File: src/rtl/baud_pkg.sv
package baud_pkg;

  localparam int unsigned DIV_W_DEF  = 16;
  localparam int unsigned FRAC_W_DEF = 3;
  localparam int unsigned SEL_W_DEF  = 2;

  // what the phase accumulator does on the next edge
  typedef enum logic [2:0] {
    ACT_IDLE = 3'd0,  // hold phase
    ACT_STEP = 3'd1,  // add one reference clock
    ACT_WRAP = 3'd2,  // add, subtract divisor, strobe
    ACT_HALF = 3'd3,  // preload half divisor (restart)
    ACT_ZERO = 3'd4   // clear phase (start-up, error recovery)
  } acc_act_e;

  // one whole reference clock expressed in divisor units
  function automatic int unsigned unit_step(input int unsigned frac_w);
    return 32'd1 << frac_w;
  endfunction

  // smallest legal divisor: 8.0 reference clocks
  function automatic int unsigned min_divisor(input int unsigned frac_w);
    return 32'd8 << frac_w;
  endfunction

endpackage

File: src/rtl/baud_prescaler.sv
module baud_prescaler #(
  parameter int unsigned SEL_W = baud_pkg::SEL_W_DEF
) (
  input  logic             clk,
  input  logic             rst_n,
  input  logic             clear,
  input  logic [SEL_W-1:0] sel,
  output logic             ref_en
);
  localparam int unsigned NSEL  = 2 ** SEL_W;
  localparam int unsigned CNT_W = NSEL - 1;

  logic [CNT_W-1:0] cnt_q;
  logic [CNT_W-1:0] mask_tab [NSEL];
  logic [CNT_W-1:0] mask;

  for (genvar g = 0; g < NSEL; g++) begin : g_mask
    assign mask_tab[g] = CNT_W'((64'd1 << g) - 64'd1);
  end

  assign mask   = mask_tab[sel];
  assign ref_en = ((cnt_q & mask) == mask);

  always_ff @(posedge clk or negedge rst_n) begin
    if (!rst_n)     cnt_q <= '0;
    else if (clear) cnt_q <= '0;
    else            cnt_q <= cnt_q + 1'b1;
  end

  // with division above 1, two reference steps are never adjacent
  a_r2_step_gap: assert property (@(posedge clk) disable iff (!rst_n)
    (ref_en && (sel != '0) && !clear) |=> !ref_en);

endmodule

File: src/rtl/baud_phase_acc.sv
module baud_phase_acc
  import baud_pkg::*;
#(
  parameter int unsigned DIV_W  = DIV_W_DEF,
  parameter int unsigned FRAC_W = FRAC_W_DEF
) (
  input  logic             clk,
  input  logic             rst_n,
  input  acc_act_e         act,
  input  logic [DIV_W-1:0] div_act,
  input  logic [DIV_W-1:0] div_new,
  output logic             hit
);
  localparam int unsigned ACC_W = DIV_W + 1;
  localparam logic [ACC_W-1:0] STEP = ACC_W'(unit_step(FRAC_W));

  function automatic logic [ACC_W-1:0] widen(input logic [DIV_W-1:0] d);
    return {1'b0, d};
  endfunction

  function automatic logic [ACC_W-1:0] half_phase(input logic [DIV_W-1:0] d);
    return widen(d >> 1);
  endfunction

  logic [ACC_W-1:0] acc_q;
  logic [ACC_W-1:0] sum;

  assign sum = acc_q + STEP;
  assign hit = (sum >= widen(div_act));

  always_ff @(posedge clk or negedge rst_n) begin
    if (!rst_n) acc_q <= '0;
    else begin
      unique case (act)
        ACT_STEP: acc_q <= sum;
        ACT_WRAP: acc_q <= sum - widen(div_act);
        ACT_HALF: acc_q <= half_phase(div_new);
        ACT_ZERO: acc_q <= '0;
        default:  acc_q <= acc_q;
      endcase
    end
  end

  // phase always stays below the period in force
  a_r3_phase_below_div: assert property (@(posedge clk) disable iff (!rst_n)
    acc_q < widen(div_act));

  // restart leaves exactly half the new divisor in the phase
  a_r7_half_load: assert property (@(posedge clk) disable iff (!rst_n)
    (act == ACT_HALF) |=> (acc_q == {1'b0, $past(div_new) >> 1}));

endmodule

File: src/rtl/baud_ctrl.sv
module baud_ctrl
  import baud_pkg::*;
#(
  parameter int unsigned DIV_W  = DIV_W_DEF,
  parameter int unsigned FRAC_W = FRAC_W_DEF,
  parameter int unsigned SEL_W  = SEL_W_DEF
) (
  input  logic             clk,
  input  logic             rst_n,
  input  logic [DIV_W-1:0] divisor,
  input  logic [SEL_W-1:0] clk_sel,
  input  logic             restart,
  input  logic             ref_en,
  input  logic             hit,
  output acc_act_e         act,
  output logic             realign,
  output logic [DIV_W-1:0] div_act,
  output logic [SEL_W-1:0] sel_act,
  output logic             err,
  output logic             tick
);
  localparam logic [DIV_W-1:0] MIN_DIV = DIV_W'(min_divisor(FRAC_W));

  logic init_q;
  logic legal;

  function automatic logic div_ok(input logic [DIV_W-1:0] d);
    return d >= MIN_DIV;
  endfunction

  assign legal = div_ok(divisor);

  always_comb begin
    if (!legal)              act = ACT_IDLE;
    else if (restart)        act = ACT_HALF;
    else if (init_q || err)  act = ACT_ZERO;
    else if (ref_en)         act = hit ? ACT_WRAP : ACT_STEP;
    else                     act = ACT_IDLE;
  end

  assign realign = (act == ACT_WRAP) || (act == ACT_HALF) || (act == ACT_ZERO);

  always_ff @(posedge clk or negedge rst_n) begin
    if (!rst_n) begin
      init_q  <= 1'b1;
      err     <= 1'b0;
      tick    <= 1'b0;
      div_act <= MIN_DIV;
      sel_act <= '0;
    end else begin
      init_q <= 1'b0;
      err    <= !legal;
      tick   <= (act == ACT_WRAP);
      if (realign) begin
        div_act <= divisor;
        sel_act <= clk_sel;
      end
    end
  end

  // no strobe is ever issued while the error flag is up
  a_r5_quiet_in_error: assert property (@(posedge clk) disable iff (!rst_n)
    err |-> !tick);

endmodule

File: src/rtl/frac_baud_gen.sv
module frac_baud_gen
  import baud_pkg::*;
#(
  parameter int unsigned DIV_W  = DIV_W_DEF,
  parameter int unsigned FRAC_W = FRAC_W_DEF,
  parameter int unsigned SEL_W  = SEL_W_DEF
) (
  input  logic             clk,
  input  logic             rst_n,
  input  logic [SEL_W-1:0] clk_sel,
  input  logic [DIV_W-1:0] divisor,
  input  logic             restart,
  output logic             bit_tick,
  output logic             config_error
);
  acc_act_e         act;
  logic             realign;
  logic             ref_en;
  logic             hit;
  logic [DIV_W-1:0] div_act;
  logic [SEL_W-1:0] sel_act;

  baud_ctrl #(.DIV_W(DIV_W), .FRAC_W(FRAC_W), .SEL_W(SEL_W)) u_ctrl (
    .clk     (clk),
    .rst_n   (rst_n),
    .divisor (divisor),
    .clk_sel (clk_sel),
    .restart (restart),
    .ref_en  (ref_en),
    .hit     (hit),
    .act     (act),
    .realign (realign),
    .div_act (div_act),
    .sel_act (sel_act),
    .err     (config_error),
    .tick    (bit_tick)
  );

  baud_prescaler #(.SEL_W(SEL_W)) u_pre (
    .clk    (clk),
    .rst_n  (rst_n),
    .clear  (realign),
    .sel    (sel_act),
    .ref_en (ref_en)
  );

  baud_phase_acc #(.DIV_W(DIV_W), .FRAC_W(FRAC_W)) u_acc (
    .clk     (clk),
    .rst_n   (rst_n),
    .act     (act),
    .div_act (div_act),
    .div_new (divisor),
    .hit     (hit)
  );

  // a strobe never lasts two cycles
  a_r4_single_cycle: assert property (@(posedge clk) disable iff (!rst_n)
    bit_tick |=> !bit_tick);

endmodule

File: config.mk
export PLATFORM = sky130hd
export DESIGN_NAME = frac_baud_gen
export DESIGN_NICKNAME = d
export VERILOG_FILES = /design/src/rtl/baud_pkg.sv /design/src/rtl/baud_prescaler.sv /design/src/rtl/baud_phase_acc.sv /design/src/rtl/baud_ctrl.sv /design/src/rtl/frac_baud_gen.sv
export SDC_FILE = /design/constraint.sdc
export NUM_CORES = 1
export LEC_CHECK = 0
export BUFFER_PORTS_ARGS = -buffer_cell sky130_fd_sc_hd__buf_2
export CORE_MARGIN = 2
export CORE_UTILIZATION = 35
export DETAILED_ROUTE_END_ITERATION = 16
export SYNTH_ARGS = -nofsm -noshare
export SYNTH_HDL_FRONTEND = slang
export SYNTH_HIERARCHICAL = 1
export SYNTH_SLANG_ARGS = --single-unit
File: constraint.sdc
create_clock -name clk -period 5.6 [get_ports clk]
set_input_delay 1.12 -clock clk [delete_from_list [all_inputs] [get_ports clk]]
set_output_delay 1.12 -clock clk [all_outputs]
set_load 0.05 [all_outputs]
After elaboration in Yosys (flattened, before gate mapping)
Cells that the tools add are included.
{"block": "op_classes", "eq_ne": 5, "mux": 10, "order_cmp": 3, "n_reduce_logical": 5, "bitwise": 2, "add_sub_neg": 3}
{"op": "$pmux 17 s4", "count": 1}
{"op": "$mux 3", "count": 7}
{"op": "$add 17x4->17 const B", "count": 1}
{"op": "$ge 17x16->1", "count": 1}
{"op": "$sub 17x16->17", "count": 1}
{"op": "$ge 16x7->1 const B", "count": 1}
{"op": "$bmux 3 s2", "count": 1}
{"op": "$eq 3x2->1 const B", "count": 2}
{"op": "$reduce_bool 4->1", "count": 1}
{"op": "$add 3x1->3 const B", "count": 1}
{"op": "$and 3x3->3", "count": 1}
{"op": "$eq 3x1->1 const B", "count": 1}
{"op": "$eq 3x3->1", "count": 1}
{"op": "$eq 3x3->1 const B", "count": 1}
{"op": "$ge 3x3->1 const B", "count": 1}
{"op": "$logic_or 1x1->1", "count": 3}
{"op": "$not 2->3", "count": 1}
{"op": "$mux 2", "count": 1}
{"op": "$logic_not 1->1", "count": 1}
{"block": "totals", "reg_bits": 41, "input_bits": 21, "output_inout_bits": 2, "wordCells": 35}

Logic depth before layout (Yosys ltp)
{"block": "depth", "ltp_word": 14, "depth_mapped": 23, "ltp_nobuf": 20}

By module
Netlist, hierarchy kept.
{"mod": "baud_phase_acc", "n_inst": 1, "cells_per_inst": 295, "seq_area_each_um2": 425.4, "area_each_um2": 2225.9}
{"mod": "baud_ctrl", "n_inst": 1, "cells_per_inst": 57, "seq_area_each_um2": 528.0, "area_each_um2": 872.1}
{"mod": "baud_prescaler", "n_inst": 1, "cells_per_inst": 12, "seq_area_each_um2": 75.1, "area_each_um2": 130.1}

Worst setup path before layout
OpenSTA, ideal clock, no wires.
{"block": "synth_timing", "kind": "register to register", "from": "reg u_acc.acc_q[3]", "to": "reg u_acc.acc_q[16]", "setup_ps": 126, "stages_incl_launch_ff": 23, "path_buffers": 3, "period_less_slack_ps": 4470, "arrival_time_ps": 4344, "setup_slack_ps": 1130, "required_ps": 5474, "cell_sequence": "dfrtp_1 ha_1 inv_1 nor2_1 nand2_1 xnor2_1 ha_1 clkbuf_1 a21o_4 or4_4 a31o_4 nor3_2 o311ai_1 inv_1 a21oi_1 nor3_1 clkbuf_1 or2_1 clkbuf_1 nor3b_1 a31oi_1 nand3_1 a311o_1"}
{"block": "synth_via", "elab_chain_len": 9, "word_cells_on_any_way": 14, "classes_between": "2 x add/sub; 1 x order compare; 4 x eq/ne; 6 x mux; 1 x reduce/logical"}
{"element": "start, declared", "line": "baud_phase_acc.sv:25", "text": "logic [ACC_W-1:0] acc_q;"}
{"element": "start signal, assigned", "line": "baud_phase_acc.sv:35", "text": "ACT_STEP: acc_q <= sum;"}
{"element": "start signal, assigned", "line": "baud_phase_acc.sv:36", "text": "ACT_WRAP: acc_q <= sum - widen(div_act);"}
{"element": "start signal, assigned", "line": "baud_phase_acc.sv:37", "text": "ACT_HALF: acc_q <= half_phase(div_new);"}
{"element": "$add 17x4->17 *", "line": "baud_phase_acc.sv:28", "text": "assign sum = acc_q + STEP;"}
{"element": "$ge 17x16->1 *", "line": "baud_phase_acc.sv:29", "text": "assign hit = (sum >= widen(div_act));"}
{"element": "net hit", "line": "frac_baud_gen.sv:19", "text": "logic hit;"}
{"element": "$mux 2 *", "line": "baud_ctrl.sv:37", "text": "else if (ref_en) act = hit ? ACT_WRAP : ACT_STEP;"}
{"element": "$mux 3 *", "line": "baud_ctrl.sv:37"}
{"element": "$mux 3 *", "line": "baud_ctrl.sv:36", "text": "else if (init_q || err) act = ACT_ZERO;"}
{"element": "$mux 3 *", "line": "baud_ctrl.sv:35", "text": "else if (restart) act = ACT_HALF;"}
{"element": "$mux 3 *", "line": "baud_ctrl.sv:34", "text": "if (!legal) act = ACT_IDLE;"}
{"element": "net act[0]", "line": "frac_baud_gen.sv:16", "text": "acc_act_e act;"}
{"element": "$eq 3x3->1 (tied with other cells)", "line": "baud_phase_acc.sv:34", "text": "unique case (act)"}
{"element": "$pmux 17 s4 or $reduce_bool 4->1 (tied branches)"}
Mark *: on every way through the listed nets, which the timed path passes. The rest lies on a longest branch.
A chain may end at the register's enable or synchronous reset.

Worst setup path in the final report
{"block": "layout_timing", "from": "reg u_acc.acc_q[3]", "to": "reg u_acc.acc_q[5]"}
The elaborated chain is that of the path after synthesis.

==> key figures <==
Layout
  – P&R area growth vs syn: 10.9%
  – Fin nets: 423
  – Antenna cells: 0
  – Share of layout cells above drive strength 1: 18.0%

Critical path
  – CP required: 5.83 ns
  – Critical path arrival: 4.95 ns
  – Crit path max fanout: 32
  – Slowest stage delay, CP: 0.49 ns
  – Critical path, cell by cell: ha_1 -> nand3_1 -> xnor2_1 -> ha_1 -> nand2_1 -> a211oi_1 -> o21a_1 -> or4_4 -> a31o_4 -> nor3_2 -> o311ai_1 -> a21oi_1 -> nor3_2 -> buf_4 -> nor2b_1 -> nand2_1 -> mux2_1 -> a21o_1 -> a21boi_1
  – CP max-delay cell: nor2b_1
  – Crit path max-delay family: compound AO/OA/AOI/OAI gates
  – Bufs and invs on worst path: 1
  – Critical Path Sink Type: flip-flop
  – Startpoint Class: flip-flop
  – Crit Path Class: flip-flop to flip-flop

Route
  – Final ANT Viol Nets: 0
  – Via-to-Cell Ratio: 5.60
  – Router iterations before antenna repair: 4
  – Wire per inst: 16.2 um
  – Total wire length: 8030 um
  – Drt drc: 0
  – 1st-iter DRT viols: 189
  – Via Count: 2773

Floorplanning
  – Cell Rows: 35
  – Die area: 0.0100 mm2
  – Chip width: 100 um
  – # IOs: 23
  – Core area: 0.00911 mm2
  – Initial Util: 35.4%
  – Die Y-Extent: 100 um

Place
  – DP Worst Slack: 0.928 ns
  – I/O Buffers: 22
  – DP HPWL: 6020 um
  – GPL Wtd Cong: 0.872

Yosys
  – Asr flop ratio synth: 100%
  – Commonest cells post-synth: 39 x dfrtp_1, 32 x nor2_1, 29 x nand2_1
  – Seq/Total Area, Yosys: 31.9%
  – Post-Syn Area: 0.00323 mm2
  – FF+latch count, synth: 41
  – Post-synth EDFFs: 0
  – Most common flop cell mapped by yosys: dfrtp_1
  – Syn Nets: 404
  – Yosys warning total: 6
  – Synth top area cells: dfrtp_1 30%, ha_1 7.0%, a21oi_1 4.0%, nor2_1 3.7%, xnor2_1 3.5%
  – Synth unique cells: 66
  – Synthesized instance count: 364
  – Synth area leader: dfrtp_1
  – Top-count cell post-synth: dfrtp_1
  – Synth Area per Inst: 8.87 um2
  – Area share of the largest cell type after synthesis: 30.2%

Timing
  – Worst Max-Slew Pin Slew: 0.944 ns
  – Hold Fails Final Rpt: 0
  – RSZ-0062 raised after global routing: no
  – Fin crit share: 84.4%
  – Slew HR: 37.1%
  – Fmax: 212 MHz
  – Total negative slack: 0 ns
  – Crit path time final: 4.73 ns
  – Final Max Tran Viols: 0
  – Hold Slack: 0.496 ns
  – Final setup fails: 0
  – Setup ws final: 0.875 ns
  – Setup skew after layout: 0.00832 ns

Power
  – Internal: 0.983 mW
  – Power per standard cell area: 498 mW/mm2
  – Psw: 0.799 mW
  – Clock share of power: 14.5%
  – Logic pwr share: 59.8%
  – Leak: 1.58 nW
  – Worst vdd ir: 0.247 mV
  – Net Sw Frac: 44.8%
  – Sequential Power Share: 25.7%

Outcome
  – Run status: completed

CTS
  – CTS Buf Count: 5
  – Cts hold-fix bufs: 0
  – Resized Gates After CTS: 0
  – Clk buf depth: 2
  – Clock-pin slew on the worst setup and hold paths: 0.09 ns
  – Root buf cell: clkbuf_8
  – CTS tree: yes
  – Post-CTS Setup Repair Bufs: 0
  – Worst-Skew Late Latency: 0.30 ns
  – H-tree depth: 2
  – CTS Sinks: 41

GRT
  – First-pass GRT wire length: 13400 um
  – Initial antenna violation count: 0
  – GRT Total Usage: 16.9%
  – GRT overflow: 0
  – Vias in the first global route: 2679
  – Pin count of the biggest net entering global routing: 42

Run
  – Max_cap viols: 0

Worst hold path
  – Hold Crit Class: flip-flop to flip-flop
==> through the flow <==
step           area [um2]  power, mW  util [%]  std cells
2_1_floorplan        3230       1.31         -        364
3_3_place_gp         3460       1.51      38.0        487
3_5_place_dp         3460       1.52      38.0        487
4_1_cts              3580       1.79      39.3        495
5_1_grt              3580       1.95      39.3        495
6_report             3580       1.78      39.3        495
==> cell usage in the layout (no fill, tap or decap), types with 7 or more instances in the layout <==
cell,count
nand2_1,29
dfrtp_1,39
mux2_2,8
ha_1,18
xnor2_1,13
xor2_1,12
a21oi_1,26
nor2_1,32
o21ai_0,16
nand3_1,7
mux2i_1,7
inv_1,26
buf_2,22
==> sequential cells by signal, indices dropped and copies added, names as in the netlist <==
name and cells:
u_ctrl/tick 1, u_ctrl/div_act 16, u_acc/acc_q 17, u_ctrl/init_q 1, u_pre/cnt_q 3, u_ctrl/err 1
u_ctrl/sel_act 2
==> power groups by stage <==
| stage | clock network [mW] | logic [mW] | registers (mW) |
|---|---|---|---|
| final | 0.258 | 1.07 | 0.457 |
| after global routing | 0.281 | 1.19 | 0.473 |
| after CTS | 0.266 | 1.06 | 0.456 |
| after detailed placement | 0 | 1.06 | 0.461 |
| after global placement | 0 | 1.05 | 0.460 |
| after floorplan | 0 | 0.867 | 0.439 |
==> final timing paths <==
| kind | start | slack (ns) | depth (start not counted) | to |
|---|---|---|---|---|
| setup / recovery | u_acc/acc_q[3] | 0.87 | 19 | u_acc/acc_q[5] |
| hold / removal | u_pre/cnt_q[0] | 0.50 | 1 | u_pre/cnt_q[0] |
| setup reg to reg | u_acc/acc_q[3] | 0.87 | 19 | u_acc/acc_q[5] |
| hold reg to reg | u_pre/cnt_q[0] | 0.50 | 1 | u_pre/cnt_q[0] |
| max in group asynchronous | rst_n | 4.06 | 1 | u_ctrl/div_act[12] |
| min in group asynchronous | rst_n | 0.96 | 1 | u_ctrl/div_act[7] |
==> logic make-up after synthesis <==
kind of cell / synth area share [%]
buffers and inverters: 5.50
other: 0.116
AO/OA/AOI/OAI: 21.9
XOR/XNOR: 7.29
multiplexers: 8.80
adder cells (fa/ha/maj): 7.60
AND/OR/NAND/NOR: 17.0
flip-flops: 31.9
==> worst reg2reg max path, delay by kind of cell, from the launching register on <==
kind | cells | cell delay (ns)
compound gates | 7 | 1.51
simple gates | 7 | 1.17
fa+ha+maj | 2 | 0.69
flops | 1 | 0.43
buf+inv | 1 | 0.37
mux | 1 | 0.32
xor+xnor | 1 | 0.16
==> cell type report <==
cell class,instances,area (um2)
Sequential cell,41,1030
Inverter,27,101
Multi-Input combinational cell,280,2040
Clock inverter,2,37.5
Clock buffer,6,82.6
Tap cell,111,139
Fill cell,913,5530
Timing Repair Buffer,28,155
==> routing by layer <==
metal	track usage (%)	part of all wire (%)	wire length (um)	vias up
met5	0	0	0	-
met2	27.2	47	3760	67
met3	2.51	4.2	339	7
met1	23.3	48	3840	1342
li1	-	-	-	1357
met4	5.48	1.1	87	0
(Power assumes the default switching activity.)
